$ cat config.mk
export PLATFORM = sky130hd
export DESIGN_NAME = seg_xlate_unit
export DESIGN_NICKNAME = d
export VERILOG_FILES = /design/src/rtl/seg_xlate_pkg.sv /design/src/rtl/seg_xlate_ctrl.sv /design/src/rtl/seg_xlate_dp.sv /design/src/rtl/seg_xlate_unit.sv
export SDC_FILE = /design/constraint.sdc
export NUM_CORES = 1
export LEC_CHECK = 0
export BUFFER_PORTS_ARGS = -buffer_cell sky130_fd_sc_hd__buf_4
export CAP_MARGIN = 20
export CELL_PAD_IN_SITES_DETAIL_PLACEMENT = 0
export CELL_PAD_IN_SITES_GLOBAL_PLACEMENT = 1
export CORE_MARGIN = 3
export CORE_UTILIZATION = 25
export CTS_BUF_LIST = sky130_fd_sc_hd__clkbuf_16
export CTS_CLUSTER_DIAMETER = 200
export DETAILED_ROUTE_END_ITERATION = 12
export PLACE_DENSITY = 0.88
export SLEW_MARGIN = 20
export SYNTH_ARGS = -nofsm -noshare
export SYNTH_HDL_FRONTEND = slang
export SYNTH_HIERARCHICAL = 1
export SYNTH_SLANG_ARGS = --single-unit
$ cat constraint.sdc
create_clock -name clk -period 2.21 [get_ports clk]
set_input_delay 0.442 -clock clk [delete_from_list [all_inputs] [get_ports clk]]
set_output_delay 0.442 -clock clk [all_outputs]
set_load 0.01 [all_outputs]
$ cat src/rtl/seg_xlate_pkg.sv
package seg_xlate_pkg;

  typedef enum logic [1:0] {
    TLB_HIT     = 2'b00,
    TLB_NOMATCH = 2'b01,
    TLB_INVALID = 2'b10,
    TLB_MODIFY  = 2'b11
  } tlbRes_e;

  typedef enum logic [2:0] {
    SEG_USER,
    SEG_KDIRECT0,
    SEG_KDIRECT1,
    SEG_SUPMAP,
    SEG_KMAP
  } seg_e;

  localparam logic [1:0] MODE_KERNEL = 2'b00;
  localparam logic [1:0] MODE_SUPER  = 2'b01;

  localparam logic [4:0] EXC_NONE     = 5'd0;
  localparam logic [4:0] EXC_MODIFY   = 5'd1;
  localparam logic [4:0] EXC_TLB_LD   = 5'd2;
  localparam logic [4:0] EXC_TLB_ST   = 5'd3;
  localparam logic [4:0] EXC_ADDR_LD  = 5'd4;
  localparam logic [4:0] EXC_ADDR_ST  = 5'd5;

  // strobes from control to datapath
  typedef struct packed {
    logic selTlb;
    logic selMinus0;
    logic selMinus1;
    logic blockOut;
    logic capture;
  } dpCtrl_t;

endpackage

$ cat src/rtl/seg_xlate_ctrl.sv
module seg_xlate_ctrl
  import seg_xlate_pkg::*;
(
  input  logic                 clk,
  input  logic                 rstN,
  input  logic [2:0]           segBits,
  input  logic                 isWrite,
  input  logic [1:0]           privMode,
  input  logic                 errLevel,
  input  logic [1:0]           tlbResult,
  input  logic                 commitFault,
  output dpCtrl_t              dpCtrl,
  output logic                 tlbLookup,
  output logic                 faultValid,
  output logic [4:0]           excCode,
  output logic                 refillFault
);

  seg_e    seg;
  tlbRes_e tlbRes;
  logic    isKernel, isSuper;
  logic    allowed, mapped, addrErr, tlbErr;

  assign tlbRes   = tlbRes_e'(tlbResult);
  assign isKernel = (privMode == MODE_KERNEL);
  assign isSuper  = (privMode == MODE_SUPER);

  always_comb begin
    unique casez (segBits)
      3'b0??:  seg = SEG_USER;
      3'b100:  seg = SEG_KDIRECT0;
      3'b101:  seg = SEG_KDIRECT1;
      3'b110:  seg = SEG_SUPMAP;
      default: seg = SEG_KMAP;
    endcase
  end

  always_comb begin
    allowed = 1'b0;
    mapped  = 1'b0;
    unique case (seg)
      SEG_USER:     begin allowed = 1'b1;               mapped = !errLevel; end
      SEG_KDIRECT0: begin allowed = isKernel;           mapped = 1'b0;      end
      SEG_KDIRECT1: begin allowed = isKernel;           mapped = 1'b0;      end
      SEG_SUPMAP:   begin allowed = isKernel | isSuper; mapped = 1'b1;      end
      default:      begin allowed = isKernel;           mapped = 1'b1;      end
    endcase
  end

  assign addrErr    = !allowed;
  assign tlbLookup  = allowed && mapped;
  assign tlbErr     = tlbLookup && (tlbRes != TLB_HIT);
  assign faultValid = addrErr || tlbErr;

  always_comb begin
    excCode     = EXC_NONE;
    refillFault = 1'b0;
    if (addrErr) begin
      excCode = isWrite ? EXC_ADDR_ST : EXC_ADDR_LD;
    end else if (tlbErr) begin
      unique case (tlbRes)
        TLB_NOMATCH: begin
          excCode     = isWrite ? EXC_TLB_ST : EXC_TLB_LD;
          refillFault = 1'b1;
        end
        TLB_INVALID: excCode = isWrite ? EXC_TLB_ST : EXC_TLB_LD;
        default:     excCode = EXC_MODIFY;
      endcase
    end
  end

  always_comb begin
    dpCtrl.selTlb    = tlbLookup;
    dpCtrl.selMinus0 = allowed && (seg == SEG_KDIRECT0);
    dpCtrl.selMinus1 = allowed && (seg == SEG_KDIRECT1);
    dpCtrl.blockOut  = faultValid;
    dpCtrl.capture   = faultValid && commitFault;
  end

  // unmapped user region under error level never faults
  p_errlevel_nofault_r2: assert property (@(posedge clk) disable iff (!rstN)
    (errLevel && !segBits[2]) |-> (!faultValid && !tlbLookup));

  // refill marker only with a lookup-miss code
  p_refill_code_r8: assert property (@(posedge clk) disable iff (!rstN)
    refillFault |-> (faultValid && (excCode == EXC_TLB_LD || excCode == EXC_TLB_ST)));

  // direct kernel region outside kernel mode is an address error
  p_kdirect_priv_r3: assert property (@(posedge clk) disable iff (!rstN)
    (segBits[2:1] == 2'b10 && privMode != MODE_KERNEL) |->
      (faultValid && (excCode == EXC_ADDR_LD || excCode == EXC_ADDR_ST)));

  // exception code is nonzero exactly when faulting
  p_code_fault_r7: assert property (@(posedge clk) disable iff (!rstN)
    faultValid == (excCode != EXC_NONE));

endmodule

$ cat src/rtl/seg_xlate_dp.sv
module seg_xlate_dp
  import seg_xlate_pkg::*;
#(
  parameter int ADDR_W              = 32,
  parameter int ASID_W              = 8,
  parameter int PAGE_BITS           = 12,
  parameter int CTX_LSB             = 4,
  parameter logic [31:0] CTX_RESET  = 32'hFF80_000F,
  parameter logic [7:0]  ASID_RESET = 8'h5A
) (
  input  logic              clk,
  input  logic              rstN,
  input  dpCtrl_t           dpCtrl,
  input  logic [ADDR_W-1:0] vaddr,
  input  logic [ADDR_W-1:0] tlbPaddr,
  output logic [ADDR_W-1:0] paddr,
  output logic [ADDR_W-1:0] badVaddr,
  output logic [ADDR_W-1:0] contextReg,
  output logic [ADDR_W-1:0] entryHi
);

  localparam int VPN2_LSB    = PAGE_BITS + 1;
  localparam int VPN2_W      = ADDR_W - VPN2_LSB;
  localparam int EHI_GAP     = VPN2_LSB - ASID_W;
  localparam logic [ADDR_W-1:0] BASE0 = ADDR_W'(32'h8000_0000);
  localparam logic [ADDR_W-1:0] BASE1 = ADDR_W'(32'hA000_0000);

  logic [ADDR_W-1:0] ctxNext, ehiNext;

  always_comb begin
    if (dpCtrl.blockOut)       paddr = '0;
    else if (dpCtrl.selTlb)    paddr = tlbPaddr;
    else if (dpCtrl.selMinus0) paddr = vaddr - BASE0;
    else if (dpCtrl.selMinus1) paddr = vaddr - BASE1;
    else                       paddr = vaddr;
  end

  always_comb begin
    ctxNext = contextReg;
    ctxNext[CTX_LSB +: VPN2_W] = vaddr[ADDR_W-1:VPN2_LSB];
    ehiNext = {vaddr[ADDR_W-1:VPN2_LSB], {EHI_GAP{1'b0}}, entryHi[ASID_W-1:0]};
  end

  always_ff @(posedge clk or negedge rstN) begin
    if (!rstN) begin
      badVaddr   <= '0;
      contextReg <= ADDR_W'(CTX_RESET);
      entryHi    <= ADDR_W'(ASID_RESET);
    end else if (dpCtrl.capture) begin
      badVaddr   <= vaddr;
      contextReg <= ctxNext;
      entryHi    <= ehiNext;
    end
  end

  // committed fault loads the faulting address
  p_capture_addr_r10: assert property (@(posedge clk) disable iff (!rstN)
    dpCtrl.capture |=> (badVaddr == $past(vaddr)));

  // identifier and context side bits survive a capture
  p_keep_fields_r10: assert property (@(posedge clk) disable iff (!rstN)
    dpCtrl.capture |=> (entryHi[ASID_W-1:0] == $past(entryHi[ASID_W-1:0]) &&
                        contextReg[CTX_LSB-1:0] == $past(contextReg[CTX_LSB-1:0])));

  // no capture, no change
  p_hold_regs_r11: assert property (@(posedge clk) disable iff (!rstN)
    !dpCtrl.capture |=> ($stable(badVaddr) && $stable(contextReg) && $stable(entryHi)));

  // faulting access drives a zero address
  p_zero_on_fault_r7: assert property (@(posedge clk) disable iff (!rstN)
    dpCtrl.blockOut |-> (paddr == '0));

endmodule

$ cat src/rtl/seg_xlate_unit.sv
module seg_xlate_unit
  import seg_xlate_pkg::*;
#(
  parameter int ADDR_W              = 32,
  parameter int ASID_W              = 8,
  parameter int PAGE_BITS           = 12,
  parameter int CTX_LSB             = 4,
  parameter logic [31:0] CTX_RESET  = 32'hFF80_000F,
  parameter logic [7:0]  ASID_RESET = 8'h5A
) (
  input  logic              clk,
  input  logic              rstN,
  input  logic [ADDR_W-1:0] vaddr,
  input  logic              isWrite,
  input  logic [1:0]        privMode,
  input  logic              errLevel,
  input  logic [1:0]        tlbResult,
  input  logic [ADDR_W-1:0] tlbPaddr,
  input  logic              commitFault,
  output logic              tlbLookup,
  output logic [ADDR_W-1:0] paddr,
  output logic              faultValid,
  output logic [4:0]        excCode,
  output logic              refillFault,
  output logic [ADDR_W-1:0] badVaddr,
  output logic [ADDR_W-1:0] contextReg,
  output logic [ADDR_W-1:0] entryHi
);

  dpCtrl_t dpCtrl;

  seg_xlate_ctrl u_ctrl (
    .clk         (clk),
    .rstN        (rstN),
    .segBits     (vaddr[ADDR_W-1:ADDR_W-3]),
    .isWrite     (isWrite),
    .privMode    (privMode),
    .errLevel    (errLevel),
    .tlbResult   (tlbResult),
    .commitFault (commitFault),
    .dpCtrl      (dpCtrl),
    .tlbLookup   (tlbLookup),
    .faultValid  (faultValid),
    .excCode     (excCode),
    .refillFault (refillFault)
  );

  seg_xlate_dp #(
    .ADDR_W     (ADDR_W),
    .ASID_W     (ASID_W),
    .PAGE_BITS  (PAGE_BITS),
    .CTX_LSB    (CTX_LSB),
    .CTX_RESET  (CTX_RESET),
    .ASID_RESET (ASID_RESET)
  ) u_dp (
    .clk        (clk),
    .rstN       (rstN),
    .dpCtrl     (dpCtrl),
    .vaddr      (vaddr),
    .tlbPaddr   (tlbPaddr),
    .paddr      (paddr),
    .badVaddr   (badVaddr),
    .contextReg (contextReg),
    .entryHi    (entryHi)
  );

endmodule

### Yosys cells after proc, flatten, opt, wreduce, memory -nomap -nowiden

Index checks and enable logic that the tools add are counted.

| operators by class | value |
|---|---|
| equality and inequality tests | 9 |
| shift-type cells | 0 |
| bitwise operators | 2 |
| $mul | 0 |
| muxes and demuxes | 15 |
| div/mod/pow operators | 0 |
| order comparisons | 0 |
| $add $sub $neg | 2 |
| reduce and logical (&&, ||, !) cells | 13 |

Operator list:

| operator | count |
|---|---|
| 32-bit two-way mux | 4 |
| 32-bit subtractor, second input constant | 2 |
| 5-bit two-way mux | 3 |
| 3-bit case mux with 4 select lines | 1 |
| 3-bit equality test, second input constant | 3 |
| 3-bit by 2-bit equality test with 1-bit output, second input constant | 2 |
| 1-bit logical AND | 5 |
| 1-bit two-way mux | 5 |
| 2-bit by 1-bit equality test with 1-bit output, second input constant | 2 |
| 1-bit case mux with 2 select lines | 2 |
| 2-bit OR reduction | 2 |
| 3-bit by 1-bit equality test with 1-bit output, second input constant | 1 |
| 3-bit logical NOT | 1 |
| 2-bit equality test, second input constant | 1 |
| 1-bit logical NOT | 2 |
| 2-bit logical NOT | 1 |
| 2-bit nonzero test | 1 |
| 1-bit logical OR | 1 |
| 1-bit NOT | 1 |
| 1-bit OR | 1 |

| word-level totals | value |
|---|---|
| output and inout bits | 136 |
| input port bits | 73 |
| memory bits (writable) | 0 |
| memories kept | 0 |
| register bits | 51 |
| bits in read-only memories | 0 |
| bits in latches | 0 |

### Logic depth before layout (Yosys ltp)

Gate-level depths: netlist of the first run.

| logic depth | value |
|---|---|
| depth after elaboration | 9 |
| mapped depth | 10 |
| depth with buffers taken out | 8 |

### Hierarchy

Netlist of the first run, hierarchy kept.

Modules (own cells, without submodules):

| module | cells each | sequential area each (um^2) | times used | area each (um^2) |
|---|---|---|---|---|
| seg_xlate_dp | 219 | 800.8 | 1 | 2419.8 |
| seg_xlate_ctrl | 30 | 0.0 | 1 | 205.2 |

### Worst setup path before layout of the first run

No wires, ideal clock.

| timing | value |
|---|---|
| path kind | input to output |
| from | input tlbResult[1] |
| to | output paddr[31] |
| data arrival time | 2004 ps |
| cell stages on the path | 10 |
| data required time | 1768 ps |
| path slack | -236 ps |
| cell sequence | inv_1 ha_1 and4bb_1 a21oi_2 nand2_1 buf_4 buf_2 nor2_1 nand2_1 o311ai_1 |

| between the ends | value |
|---|---|
| word-level cells in the longest chain between the ends | 4 |

Ends and longest elaborated chain:

| what | RTL line | RTL |
|---|---|---|
| start: declaration | seg_xlate_unit.sv:17 | `input logic [1:0] tlbResult,` |
| 2-bit nonzero test | seg_xlate_ctrl.sv:52 | `assign tlbErr = tlbLookup && (tlbRes != TLB_HIT);` |
| 1-bit logical AND | seg_xlate_ctrl.sv:52 |  |
| 1-bit logical OR | seg_xlate_ctrl.sv:53 | `assign faultValid = addrErr \|\| tlbErr;` |
| net faultValid | seg_xlate_unit.sv:22 | `output logic faultValid,` |
| 32-bit two-way mux | seg_xlate_dp.sv:31 | `if (dpCtrl.blockOut) paddr = '0;` |
| end: declaration | seg_xlate_unit.sv:21 | `output logic [ADDR_W-1:0] paddr,` |

The timed path passes the listed nets, and every way through them passes these cells.

### Worst setup path in the final report of the first run

| timing | value |
|---|---|
| from | input tlbResult[0] |
| to | output paddr[31] |

| between the ends | value |
|---|---|
| word-level cells in the longest chain between the ends | 4 |

Ends and longest elaborated chain:

| what | RTL line |
|---|---|
| 2-bit nonzero test | seg_xlate_ctrl.sv:52 |
| 1-bit logical AND | seg_xlate_ctrl.sv:52 |
| 1-bit logical OR | seg_xlate_ctrl.sv:53 |
| 32-bit two-way mux | seg_xlate_dp.sv:31 |

Every way passes these cells.

==> impl_metrics.py, run 1 <==
metrics = {
    "status": {
        "status": "finished with violations",
        "violations": "setup timing",
    },
    "yosys": {
        "synth.area.top_cells": "dfrtp_1, buf_4, mux2_4",
        "ys_ff_latch": 32,
        "synth_top_area_share_pct": 30.5,
        "yosysWarnings": 6,
        "synth_cell_types": 36,
        "netlist_area_um2": 2630,
        "synth_cells": 249,
        "synth_top_area_cell": "dfrtp_1",
        "syn_area_per_cell_um2": 10.5,
        "ys_seq_area_share_pct": 30.5,
    },
    "power": {
        "power_w": 0.00273,
        "p_comb_share_pct": 46.4,
        "pwr-share-seq_pct": 29.8,
        "internal-power_w": 0.00185,
        "powerDensity_nw_per_um2": 667,
        "cellLeakagePower_nw": 2.13,
        "pwr-share-clk_pct": 23.9,
        "p_switching_w": 0.000879,
        "ir_drop_mv": 0.236,
        "swShare_pct": 32.2,
    },
    "layout": {
        "area.growth.synth_to_final_pct": 56.0,
        "final_common_cell": "buf_4",
        "reg.largest.list": "u_dp/badVaddr (32)",
        "largest_reg_flops": 32,
        "diodes": 0,
        "final_cell_mix": "buf_4, dfrtp_1, nor2_1",
        "drive_gt1_share_pct": 64.0,
        "fin_util_pct": 41.0,
        "top_register": "u_dp/badVaddr",
        "layout.nets": 478,
    },
    "worst_setup_path": {
        "endpoint_kind": "output port",
        "path_class": "in -> out",
        "crit_fanout": 5,
        "r2r_setup_slack_ns": 1.38,
        "cp.required_ns": 1.77,
        "worstPathArrival_ns": 1.82,
        "start_kind": "input pin",
    },
    "timing": {
        "rsz0062_at_grt": "true",
        "hold_viol": 0,
        "timing.final.ws_setup_ns": -0.0517,
        "slew_violations": 0,
        "setup_violations": 3,
        "fin_crit_sh_pct": 102,
        "fin_crit_ns": 2.26,
        "clock_skew_ns": 0,
        "max_freq_ghz": 0.442,
    },
    "placed_design": {
        "port_buffers": 180,
        "hpwl_um": 5980,
        "place.gp.congestion": 0.765,
    },
    "global_routing": {
        "grt-ovfl-total": 0,
        "antenna_found_initial": 0,
        "grt_pass1_wl_um": 11000,
        "grt_pass1_vias": 2191,
        "grt_util_all_layers_pct": 11.7,
        "grt_max_degree": 33,
    },
    "detailed_routing": {
        "met2_length_um": 3950,
        "met1_length_um": 2870,
        "firstDrtPassIters": 3,
        "routed_wl_um": 7580,
        "initialDrtViolationCount": 67,
        "wl_met3_um": 751,
        "drtAntennaViolNets": 0,
        "dr_total_vias": 2172,
        "wl_per_cell_um": 14.1,
        "drt-vias-per-instance": 4.05,
        "top_layer": "met4",
        "drc": 0,
    },
    "clock_tree": {
        "htreeDepth": 2,
        "root_buffer": "clkbuf_16",
        "clockBufferDepth": 2,
        "cts_tree": "yes",
        "clk_pin_slew_worst_paths_ns": 0.06,
        "insertion_delay_ns": 0.27,
        "clkSinkCount": 32,
        "cts_inserted_buffers": 5,
    },
    "floorplan": {
        "io_pins": 209,
        "core_um2": 10000,
        "start_util_pct": 26.3,
        "rows": 36,
        "die_area_um2": 11800,
        "die_x_um": 108,
        "dieHeight_um": 108,
    },
    "hold_path": {
        "min_path_type": "in -> async",
    },
    "job": {
        "max_cap_viol_count": 0,
    },
}
==> power groups by stage <==
stage	sequential (W)	combinational [W]	clock (W)
5_1_grt	0.000835	0.00135	0.000716
3_3_place_gp	0.000816	0.00124	0
3_5_place_dp	0.000823	0.00125	0
6_report	0.000813	0.00127	0.000652
2_1_floorplan	0.000855	0.000746	0
4_1_cts	0.000816	0.00127	0.000690
==> per-layer routing <==
metal,vias to the layer above,track usage (%)
met1,1017,13.5
li1,1031,-
met3,2,2.99
met4,0,2.16
met5,-,0
met2,122,21.9
==> cell usage after synthesis <==
library cell and count:
a211o_1 1, a211oi_1 1, a21boi_1 1, a21o_2 1, a21oi_1 1, a21oi_2 1, a22oi_2 1, and4bb_1 1
buf_12 3, buf_2 2, buf_4 69, buf_6 3, buf_8 2, clkbuf_1 2, conb_1 3, dfrtp_1 32
ha_1 3, inv_1 7, mux2_2 2, mux2_4 30, mux2i_1 29, nand2_1 4, nand2b_1 2, nand3b_1 1
nor2_1 31, nor2b_1 4, nor3_1 3, nor3b_1 1, nor4_1 1, nor4b_1 1, o21a_1 1, o21ai_0 1
o21ai_1 1, o22ai_1 1, o311ai_1 1, xnor2_1 1
==> timing repair <==
action                     CTS  global route
pin swaps                    8             5
setup endpoints to repair    5            10
hold buffers                 0             0
gates cloned                 0             0
gates resized for setup     11             6
buffers inserted             3             1
==> critical path, stage by stage <==
cell and delay [ns]:
buf_8 0.10, inv_4 0.05, ha_4 0.12, and4bb_1 0.22, a21oi_2 0.18, nand2_2 0.12, nor2_1 0.10, nand2_1 0.09
o311ai_4 0.24, buf_6 0.15
==> area by class of cell <==
cell class	instances	area (um^2)
clock inverter	3	13.8
inverter	7	41.3
fill	976	5900
tap	133	166
clock buffer	5	125
timing repair buffer	202	1600
multi-input combinational	154	1350
sequential	32	801
==> per-stage QoR <==
step | std cells | setup WS [ns] | TNS [ns] | area, um^2 | hold WS [ns]
floorplan | 274 | -0.0109 | -0.0109 | 2780 | 0.146
global placement | 524 | -0.128 | -0.189 | 3840 | 0.406
detailed placement | 524 | -0.206 | -0.388 | 3840 | 0.418
CTS | 535 | -0.0278 | -0.0278 | 4060 | 0.121
global route | 536 | -0.103 | -0.346 | 4100 | 0.138
finish | 536 | -0.0517 | -0.0794 | 4100 | 0.115
==> logic make-up after synthesis <==
logic type | after synthesis | synth area share [%]
buffers and inverters | 88 | 26.1
muxes | 61 | 29.1
and+or+nand+nor | 49 | 8.63
DFF | 32 | 30.5
AOI/OAI and AO/OA | 12 | 3.48
adders and majority gates | 3 | 1.43
other | 3 | 0.429
xor gates and xnor gates | 1 | 0.334
==> final timing paths <==
| check | from | endpoint | cells after the start |
|---|---|---|---|
| worst max register to register | u_dp/badVaddr[27]$_DFFE_PN0P_ | u_dp/badVaddr[27]$_DFFE_PN0P_ | 1 |
| max in group asynchronous | rstN | u_dp/badVaddr[4]$_DFFE_PN0P_ | 1 |
| worst min register to register | u_dp/badVaddr[6]$_DFFE_PN0P_ | u_dp/badVaddr[6]$_DFFE_PN0P_ | 1 |
| worst max-delay path | tlbResult[0] | paddr[31] | 10 |
| min in group clk | vaddr[27] | u_dp/badVaddr[27]$_DFFE_PN0P_ | 2 |
| worst min-delay path | rstN | u_dp/badVaddr[25]$_DFFE_PN0P_ | 1 |
Power figures use the tool's default switching activity.
==> inputs of run 2 (changes only) <==
--- a/config.mk
+++ b/config.mk
@@ -15,6 +15,7 @@
 export CTS_CLUSTER_DIAMETER = 200
 export DETAILED_ROUTE_END_ITERATION = 12
 export PLACE_DENSITY = 0.88
+export RECOVER_POWER = 25
 export SLEW_MARGIN = 20
 export SYNTH_ARGS = -nofsm -noshare
 export SYNTH_HDL_FRONTEND = slang
==> run 2 against run 1 <==
Compared with the run above:
- the run ends with capacitance limit, slew limit, setup timing left
- critical path type unchanged
- core utilization decreased by 0.38 points
- power decreased by 1.0%
- cell count unchanged
- global-route usage unchanged
- sequential power about the same
==> impl_metrics.py, run 2 (synthesized netlist as in run 1, its figures left out) <==
metrics = {
    "status": {
        "status": "finished with violations",
        "violations": "capacitance limit, slew limit, setup timing",
    },
    "layout": {
        "top_register": "u_dp/badVaddr",
        "instances_no_fill": 536,
        "final_common_cell": "buf_4",
        "drive_gt1_share_pct": 61.5,
        "area.growth.synth_to_final_pct": 54.6,
        "largest_reg_flops": 32,
        "fin_util_pct": 40.6,
        "reg.largest.list": "u_dp/badVaddr (32)",
        "fin_area_um2": 4060,
        "diodes": 0,
        "layout.nets": 478,
        "final_cell_mix": "buf_4, dfrtp_1, nor2_1",
    },
    "placed_design": {
        "place.gp.congestion": 0.765,
        "port_buffers": 180,
        "hpwl_um": 5980,
        "place_area_um2": 3840,
        "dp_cells": 524,
        "place_ws_ns": -0.206,
    },
    "power": {
        "pwr-share-seq_pct": 30.0,
        "pwr-share-clk_pct": 24.1,
        "p_comb_share_pct": 45.8,
        "powerDensity_nw_per_um2": 666,
        "cellLeakagePower_nw": 2.10,
        "internal-power_w": 0.00183,
        "p_switching_w": 0.000879,
        "swShare_pct": 32.5,
        "ir_drop_mv": 0.236,
    },
    "timing": {
        "rsz0062_at_grt": "true",
        "slew_violations": 33,
        "setup_violations": 3,
        "max_freq_ghz": 0.442,
        "timing.final.ws_setup_ns": -0.0517,
        "hold_viol": 0,
        "maxSlewHeadroom_pct": -20.0,
        "clock_skew_ns": 0,
        "tightestPinTransition_ns": 1.80,
        "fin_crit_sh_pct": 102,
        "fin_crit_ns": 2.26,
    },
    "clock_tree": {
        "root_buffer": "clkbuf_16",
        "clockBufferDepth": 2,
        "cts_tree": "yes",
        "htreeDepth": 2,
        "cts_hold_buf": 0,
        "cts_inserted_buffers": 5,
        "insertion_delay_ns": 0.27,
        "clkSinkCount": 32,
        "clk_pin_slew_worst_paths_ns": 0.05,
    },
    "floorplan": {
        "die_area_um2": 11800,
        "start_util_pct": 26.3,
        "dieHeight_um": 108,
        "io_pins": 209,
        "die_x_um": 108,
        "core_um2": 10000,
        "rows": 36,
    },
    "detailed_routing": {
        "drc": 0,
        "drt-vias-per-instance": 4.06,
        "top_layer": "met4",
        "wl_met3_um": 737,
        "wl_per_cell_um": 14.2,
        "routed_wl_um": 7590,
        "drtAntennaViolNets": 0,
        "dr_total_vias": 2177,
        "met2_length_um": 3950,
        "met1_length_um": 2890,
        "initialDrtViolationCount": 58,
        "firstDrtPassIters": 3,
    },
    "job": {
        "max_cap_viol_count": 1,
    },
    "worst_setup_path": {
        "path_class": "in -> out",
        "crit_family": "simple AND/OR/NAND/NOR gates",
        "cp.required_ns": 1.77,
        "start_kind": "input pin",
        "slowest_stage": "o311ai_4",
        "endpoint_kind": "output port",
        "path_buf_inv": 3,
        "path_cells": "buf_8, inv_4, ha_4, and4bb_1, a21oi_2, nand2_2, nor2_1, nand2_1, o311ai_4, buf_6",
        "max_stage_delay_ns": 0.24,
        "crit_fanout": 5,
        "worstPathArrival_ns": 1.82,
    },
    "hold_path": {
        "min_path_type": "in -> reg",
    },
    "global_routing": {
        "grt_pass1_vias": 2191,
        "grt-ovfl-total": 0,
        "grt_util_all_layers_pct": 11.7,
        "grt_pass1_wl_um": 11000,
        "antenna_found_initial": 0,
        "grt_max_degree": 33,
    },
}
==> run 2: cell count changes in the layout (fill, tap and decap cells not counted), sizes merged <==
cell,delta
clkbuf,+10
buf,-10
==> run 2: worst paths after layout <==
path	end	start	cells after the start	slack [ns]
hold reg to reg	u_dp/badVaddr[6]$_DFFE_PN0P_	u_dp/badVaddr[6]$_DFFE_PN0P_	1	0.50
hold / removal	u_dp/badVaddr[27]$_DFFE_PN0P_	vaddr[27]	2	0.41
setup reg to reg	u_dp/badVaddr[27]$_DFFE_PN0P_	u_dp/badVaddr[27]$_DFFE_PN0P_	1	1.38
min in group asynchronous	u_dp/badVaddr[25]$_DFFE_PN0P_	rstN	1	0.65
setup / recovery	paddr[31]	tlbResult[0]	10	-0.05
max in group asynchronous	u_dp/badVaddr[4]$_DFFE_PN0P_	rstN	1	0.51
==> run 2: cell type report <==
class	count	area [um^2]
Inverter	7	41.3
Clock inverter	3	13.8
Sequential cell	32	801
Fill cell	982	5940
Clock buffer	5	125
Tap cell	133	166
Multi-Input combinational cell	154	1350
Timing Repair Buffer	202	1560
==> run 2: layer usage <==
layer / up-vias / track usage, %
met5: - / 0
met2: 122 / 21.9
met1: 1022 / 13.5
met3: 2 / 2.99
met4: 0 / 2.16
li1: 1031 / -
==> run 2: repair_timing <==
action | CTS | global route
pin swaps | 8 | 5
gates resized for setup | 11 | 6
setup endpoints to repair | 5 | 10
hold endpoints to repair | 0 | 0
buffers inserted | 3 | 1
==> run 2: metrics by stage <==
stage,total power (W),setup TNS [ns],hold slack [ns]
global route,0.00288,-0.346,0.402
detailed placement,0.00208,-0.388,0.418
global placement,0.00206,-0.189,0.406
floorplan,0.00160,-0.0109,0.146
CTS,0.00278,-0.0278,0.121
finish,0.00270,-0.0793,0.410
==> run 2: power groups by stage <==
stage                     combinational [W]  clock, W  sequential [W]
after floorplan                    0.000746         0        0.000855
after global placement              0.00124         0        0.000816
after detailed placement            0.00125         0        0.000823
after CTS                           0.00127  0.000690        0.000816
after global routing                0.00133  0.000716        0.000834
final                               0.00124  0.000652        0.000812
